===== src/rtl/nvp_pkg.sv =====
package nvp_pkg;

  typedef enum logic [1:0] {
    SEL_NONE = 2'd0,
    SEL_MODE = 2'd1,
    SEL_PTR  = 2'd2,
    SEL_WIN  = 2'd3
  } nvp_sel_e;

  localparam int NVP_REG_W = 5;

endpackage


===== src/rtl/nvp_regdec.sv =====
module nvp_regdec
  import nvp_pkg::*;
#(
  parameter int                RW       = 5,
  parameter logic [RW-1:0]     OFF_MODE = 5'h0F,
  parameter logic [RW-1:0]     OFF_PTR  = 5'h10,
  parameter logic [RW-1:0]     OFF_WIN  = 5'h13
) (
  input  logic [RW-1:0] reg_addr,
  input  logic          reg_wr,
  input  logic          reg_rd,
  output nvp_sel_e      sel,
  output logic          wr_mode,
  output logic          wr_ptr,
  output logic          wr_win,
  output logic          rd_win
);

  always_comb begin
    if (reg_addr == OFF_MODE)      sel = SEL_MODE;
    else if (reg_addr == OFF_PTR)  sel = SEL_PTR;
    else if (reg_addr == OFF_WIN)  sel = SEL_WIN;
    else                           sel = SEL_NONE;
  end

  assign wr_mode = reg_wr && (sel == SEL_MODE);
  assign wr_ptr  = reg_wr && (sel == SEL_PTR);
  assign wr_win  = reg_wr && (sel == SEL_WIN);
  assign rd_win  = reg_rd && (sel == SEL_WIN);

endmodule


===== src/rtl/nvp_ptr.sv =====
module nvp_ptr #(
  parameter int AW = 8
) (
  input  logic          clk,
  input  logic          rst_n,
  input  logic          load,
  input  logic [AW-1:0] load_val,
  input  logic          adv_en,
  input  logic          win_wr,
  input  logic          win_rd,
  output logic [AW-1:0] ptr,
  output logic          rd_end,
  output logic          step
);

  function automatic logic [AW-1:0] ptr_next(input logic [AW-1:0] cur);
    ptr_next = cur + {{(AW-1){1'b0}}, 1'b1};
  endfunction

  logic rd_q;

  assign rd_end = rd_q && !win_rd;
  assign step   = adv_en && (win_wr || rd_end);

  always_ff @(posedge clk) begin
    if (!rst_n) begin
      rd_q <= 1'b0;
      ptr  <= '0;
    end else begin
      rd_q <= win_rd;
      if (load)      ptr <= load_val;
      else if (step) ptr <= ptr_next(ptr);
    end
  end

endmodule


===== src/rtl/nvp_store.sv =====
module nvp_store #(
  parameter int AW = 8,
  parameter int DW = 8
) (
  input  logic          clk,
  input  logic          we,
  input  logic [AW-1:0] addr,
  input  logic [DW-1:0] wdata,
  output logic [DW-1:0] rdata
);

  localparam int DEPTH = 1 << AW;

  logic [DW-1:0] mem [DEPTH];

  always_ff @(posedge clk) begin
    if (we) mem[addr] <= wdata;
  end

  assign rdata = mem[addr];

endmodule


===== src/rtl/nvram_port.sv =====
module nvram_port
  import nvp_pkg::*;
#(
  parameter int            AW        = 8,
  parameter int            DW        = 8,
  parameter int            RW        = NVP_REG_W,
  parameter logic [RW-1:0] OFF_MODE  = 5'h0F,
  parameter logic [RW-1:0] OFF_PTR   = 5'h10,
  parameter logic [RW-1:0] OFF_WIN   = 5'h13,
  parameter int            BURST_BIT = 5
) (
  input  logic          clk,
  input  logic          rst_n,
  input  logic          reg_wr,
  input  logic          reg_rd,
  input  logic [RW-1:0] reg_addr,
  input  logic [DW-1:0] reg_wdata,
  output logic [DW-1:0] reg_rdata
);

  nvp_sel_e      sel;
  logic          ev_mode_wr;
  logic          ev_addr_wr;
  logic          ev_win_wr;
  logic          ev_win_rd;
  logic          ev_rd_end;
  logic          ev_step;
  logic          burst_q;
  logic [AW-1:0] ptr_q;
  logic [DW-1:0] store_q;

  nvp_regdec #(
    .RW(RW), .OFF_MODE(OFF_MODE), .OFF_PTR(OFF_PTR), .OFF_WIN(OFF_WIN)
  ) u_dec (
    .reg_addr (reg_addr),
    .reg_wr   (reg_wr),
    .reg_rd   (reg_rd),
    .sel      (sel),
    .wr_mode  (ev_mode_wr),
    .wr_ptr   (ev_addr_wr),
    .wr_win   (ev_win_wr),
    .rd_win   (ev_win_rd)
  );

  always_ff @(posedge clk) begin
    if (!rst_n)          burst_q <= 1'b0;
    else if (ev_mode_wr) burst_q <= reg_wdata[BURST_BIT];
  end

  nvp_ptr #(.AW(AW)) u_ptr (
    .clk      (clk),
    .rst_n    (rst_n),
    .load     (ev_addr_wr),
    .load_val (reg_wdata[AW-1:0]),
    .adv_en   (burst_q),
    .win_wr   (ev_win_wr),
    .win_rd   (ev_win_rd),
    .ptr      (ptr_q),
    .rd_end   (ev_rd_end),
    .step     (ev_step)
  );

  nvp_store #(.AW(AW), .DW(DW)) u_store (
    .clk   (clk),
    .we    (ev_win_wr),
    .addr  (ptr_q),
    .wdata (reg_wdata),
    .rdata (store_q)
  );

  always_comb begin
    reg_rdata = '0;
    if (reg_rd) begin
      case (sel)
        SEL_MODE: reg_rdata[BURST_BIT] = burst_q;
        SEL_PTR:  reg_rdata = DW'(ptr_q);
        SEL_WIN:  reg_rdata = store_q;
        default:  reg_rdata = '0;
      endcase
    end
  end

endmodule


===== config.mk =====
export PLATFORM = sky130hd
export DESIGN_NAME = nvram_port
export DESIGN_NICKNAME = d
export VERILOG_FILES = /design/src/rtl/nvp_pkg.sv /design/src/rtl/nvp_regdec.sv /design/src/rtl/nvp_ptr.sv /design/src/rtl/nvp_store.sv /design/src/rtl/nvram_port.sv
export SDC_FILE = /design/constraint.sdc
export NUM_CORES = 2
export LEC_CHECK = 0
export ABC_AREA = 0
export ABC_CLOCK_PERIOD_IN_PS = 4200
export BUFFER_PORTS_ARGS = -buffer_cell sky130_fd_sc_hd__clkbuf_2
export CAP_MARGIN = 20
export CORE_MARGIN = 3
export CORE_UTILIZATION = 43
export CTS_CLUSTER_SIZE = 8
export DETAILED_ROUTE_END_ITERATION = 8
export GPL_TIMING_DRIVEN = 1
export REMOVE_ABC_BUFFERS = 1
export SLEW_MARGIN = 5
export SYNTH_ARGS = -nofsm -noshare
export SYNTH_HDL_FRONTEND = slang
export SYNTH_HIERARCHICAL = 1
export SYNTH_SLANG_ARGS = --single-unit

===== constraint.sdc =====
create_clock -name clk -period 4.2 [get_ports clk]
set_input_delay 0.63 -clock clk [delete_from_list [all_inputs] [get_ports clk]]
set_output_delay 0.63 -clock clk [all_outputs]
set_load 0.02 [all_outputs]

==> flow_summary_export.csv <==
group,metric,value,unit
outcome,status,"complete, but fails checks",
outcome,failing_checks,"negative setup slack",
timing,fin_ws,-704,ps
timing,skew,54.8,ps
die,die_w,435,µm
die,row_count,156,
global_route,maximum_number_of_pins_on_one_net_before_global_route_repair,153,
logic_synthesis,synthesis.area_per_instance,21.7,µm²
clock_tree,worstSkewPairLatency,890,ps
power_and_ir_drop,total_power,44.3,mW
worst_setup_path,cp_data_arrival_time,4270,ps
power_and_ir_drop,power.clock.fraction,47.2,%
logic_synthesis,yosysUniqueCellTypes,43,
power_and_ir_drop,worst_ir_drop_vdd,368,µV
logic_synthesis,yosys.area.top_type_share,77.7,%
routing,antenna_left,0,
power_and_ir_drop,seq_power_share,51.1,%
routing,post_drt_wl_per_cell,29.7,µm
routing,routed-via-count,40400,
logic_synthesis,seq_area_frac_synth,77.9,%
clock_tree,cts_inserted_buffers,307,
timing,finalSetupViolations,8,
flow_run,drv_cap,0,
place,port_buffers,24,
clock_tree,cts_buffer_depth,4,
logic_synthesis,synth_compound_area_share,3.92,%
die,die-area,189000,µm²
cells_and_area,nNetsFinal,4320,
die,ios,25,
place,dp_hpwl,120000,µm
logic_synthesis,synth_top_cell_by_area,"sky130_fd_sc_hd__edfxtp_1",
power_and_ir_drop,static-leakage-power,29.7,nW
die,placeableCoreArea,182000,µm²
die,chipHeight,435,µm
logic_synthesis,synth_enable_flop_cells,2048,
global_route,grt.overflow.total,0,
logic_synthesis,yosys.cell_count.top_type,"sky130_fd_sc_hd__edfxtp_1",
logic_synthesis,postSynth.topFlopCell,"sky130_fd_sc_hd__edfxtp_1",
cells_and_area,postLayoutCellArea,95900,µm²
power_and_ir_drop,combPwrFrac,1.7,%
logic_synthesis,synth_xor_xnor_area_share,0,%
clock_tree,cts_htree_levels,5,
worst_setup_path,cp_max_fo,9,
routing,vias_per_cell,5.97,
logic_synthesis,synth_area,79200,µm²
power_and_ir_drop,netSwitchingPower,8.45,mW
clock_tree,hold_buffers,0,
die,start_util,43.5,%
logic_synthesis,yosys-top-cells-count,"sky130_fd_sc_hd__edfxtp_1, sky130_fd_sc_hd__mux4_2, sky130_fd_sc_hd__a22oi_1, sky130_fd_sc_hd__nor2_1, sky130_fd_sc_hd__clkbuf_1",
timing,max_clock_freq,0.204,GHz
logic_synthesis,synthTopCellsByArea,"sky130_fd_sc_hd__edfxtp_1, sky130_fd_sc_hd__mux4_2, sky130_fd_sc_hd__a22oi_1",
clock_tree,clkSinkCount,2058,
timing,final_min_period_over_clock_period,117,%
routing,detail_route.first_pass.iterations,7,
logic_synthesis,synth_mux_area_share,14.7,%
global_route,grt_use_total,21.1,%
global_route,grt_antenna_before_repair,2,
worst_setup_path,critical_setup_path_kind,"flop to output port",
cells_and_area,syn_to_final_growth,21.1,%
logic_synthesis,synth_adder_area_share,0.0158,%
clock_tree,clock_root_buffer,"sky130_fd_sc_hd__clkbuf_16",
worst_setup_path,reg2reg_slack,450,ps
power_and_ir_drop,share_of_total_power_consumed_by_net_switching,19.1,%
worst_setup_path,start_kind,"flop",
timing,setup_repair_after_global_routing_missed_its_margin,"yes",
global_route,first_global_vias,41300,
logic_synthesis,yosys_register_bits,2058,
clock_tree,clkTransAtPathRegs,50,ps
place,routabilityCongestion,0.787,
timing,worst_slew_pin_slew,1120,ps
worst_setup_path,timing.critical_path.to_type,"output port",
logic_synthesis,synth_simple_gate_area_share,1.98,%
global_route,first_pass_grt_wire_length,292000,µm
routing,drt_iter0_drc,4355,
logic_synthesis,ys_warn_count,6,
timing,final_max_slew_viol_count,0,
clock_tree,cts_tree,"yes",
timing,finalHoldViolations,0,
logic_synthesis,synth-async-reset-ratio,0,%
logic_synthesis,synth_top_family_by_area,"multiplexers",
routing,detail_route.drc_violations,0,
min_path,worstHoldPathType,"input pin to flop",
cells_and_area,drive_gt1_share,37.4,%
place,post_dp_cell_area,85800,µm²
logic_synthesis,synthCells,3647,
power_and_ir_drop,powerDensity,462,nW/µm²
power_and_ir_drop,cellInternalPower,35.8,mW
routing,postRouteWirelength,201000,µm
worst_setup_path,crit_required,3570,ps
timing,slew_headroom,25.2,%
timing,period_needed,4900,ps
## metal layers
metal  track usage [%]  up-vias  share of wire [%]
met2              33.5     1766                 48
met3              3.94      402                7.4
li1                  -    16700                  -
met4              6.75        0                3.3
met5                 0        -                  0
met1              29.7    21500                 41
## sequential cells by signal, summed over array words and instances (netlist names)
| register | cells |
|---|---|
| u_store/mem | 2048 |
| u_ptr/ptr | 8 |
| burst_q | 1 |
| u_ptr/rd_q | 1 |
## cell type report
cell class | count | area, µm²
clock inverter | 7 | 68.8
clock buffer | 318 | 7850
inverter | 11 | 41.3
sequential | 2058 | 61700
tap | 2449 | 3060
timing repair buffer | 583 | 5730
fill | 14000 | 86000
multi-input combinational | 1341 | 17400
antenna | 1 | 2.50
## path summary, 6_finish.rpt
check	start	to	cells past startpoint
worst max-delay path	u_ptr/ptr[0]$_SDFFE_PN0P_	reg_rdata[1]	13
worst max register to register	u_ptr/ptr[1]$_SDFFE_PN0P_	u_store/mem[251][4]$_DFFE_PP_	8
worst min register to register	burst_q$_SDFFE_PN0P_	burst_q$_SDFFE_PN0P_	2
worst min-delay path	reg_addr[1]	u_ptr/rd_q$_SDFF_PN0_	4
## placed cells by master (no fill, tap or decap), drive strengths merged, types with 3 or more instances in the layout
cell type  netlist  routed
a2111oi          4       4
a211oi           8       8
a21o             3       3
a21oi          131     131
a22oi          256     256
and2             4       4
buf             92     568
bufbuf           0       3
clkbuf         145     330
clkinv           0       4
dfxtp           10      10
edfxtp        2048    2048
inv             11      14
mux2i            9       9
mux4           512     512
nand2           31      31
nand2b           9       9
nand3           18      18
nand4           10      10
nor2           249     249
nor2b            8       8
nor3            32      32
o211ai           3       3
o21ai            4       4
o41ai           32      32
or2              3       3
## power groups by stage
stage / clock network, mW / registers, mW / logic, mW
after floorplan: 0 / 23.0 / 0.317
final: 20.9 / 22.6 / 0.754
after global placement: 0 / 23.0 / 0.709
after detailed placement: 0 / 23.0 / 0.729
after global routing: 22.2 / 22.6 / 0.810
after CTS: 21.3 / 22.6 / 0.760
## cell families (layout without fill, tap and decap cells)
kind of cell | Yosys count | count (layout)
AOI/OAI and AO/OA | 449 | 449
buffers and inverters | 248 | 919
DFF | 2058 | 2058
and+or+nand+nor | 370 | 370
muxes | 521 | 521
other | 0 | 1
adders and majority gates | 1 | 1
## repair_timing
action,4_1_cts,5_1_grt
gates cloned,9,1
resized for setup,164,80
endpoints found under the setup margin,8,8
pin swaps,36,42
buffers inserted,33,35
## worst max-delay path, stage by stage (launching register included)
cell	delay, ps
sky130_fd_sc_hd__dfxtp_4	430
sky130_fd_sc_hd__buf_12	190
sky130_fd_sc_hd__buf_6	170
sky130_fd_sc_hd__buf_16	150
sky130_fd_sc_hd__buf_4	140
sky130_fd_sc_hd__mux4_2	530
sky130_fd_sc_hd__a22oi_2	190
sky130_fd_sc_hd__a21oi_2	110
sky130_fd_sc_hd__o41ai_4	480
sky130_fd_sc_hd__buf_4	240
sky130_fd_sc_hd__nand4_1	190
sky130_fd_sc_hd__mux2i_1	280
sky130_fd_sc_hd__nor2_1	70
sky130_fd_sc_hd__clkbuf_2	160
## stage by stage
stage | hold slack (ps) | TNS, ps | setup slack [ps] | util, % | std cells
final | 115 | -5080 | -704 | 52.7 | 6768
after global placement | 641 | -2910 | -613 | 47.2 | 6367
after global routing | 113 | -6050 | -805 | 52.7 | 6767
after floorplan | 571 | - | -22410 | - | 3410
after detailed placement | 661 | -3070 | -585 | 47.2 | 6367
after CTS | 58.4 | -5680 | -790 | 52.4 | 6733
No activity file was read; power rests on OpenSTA's default activity.
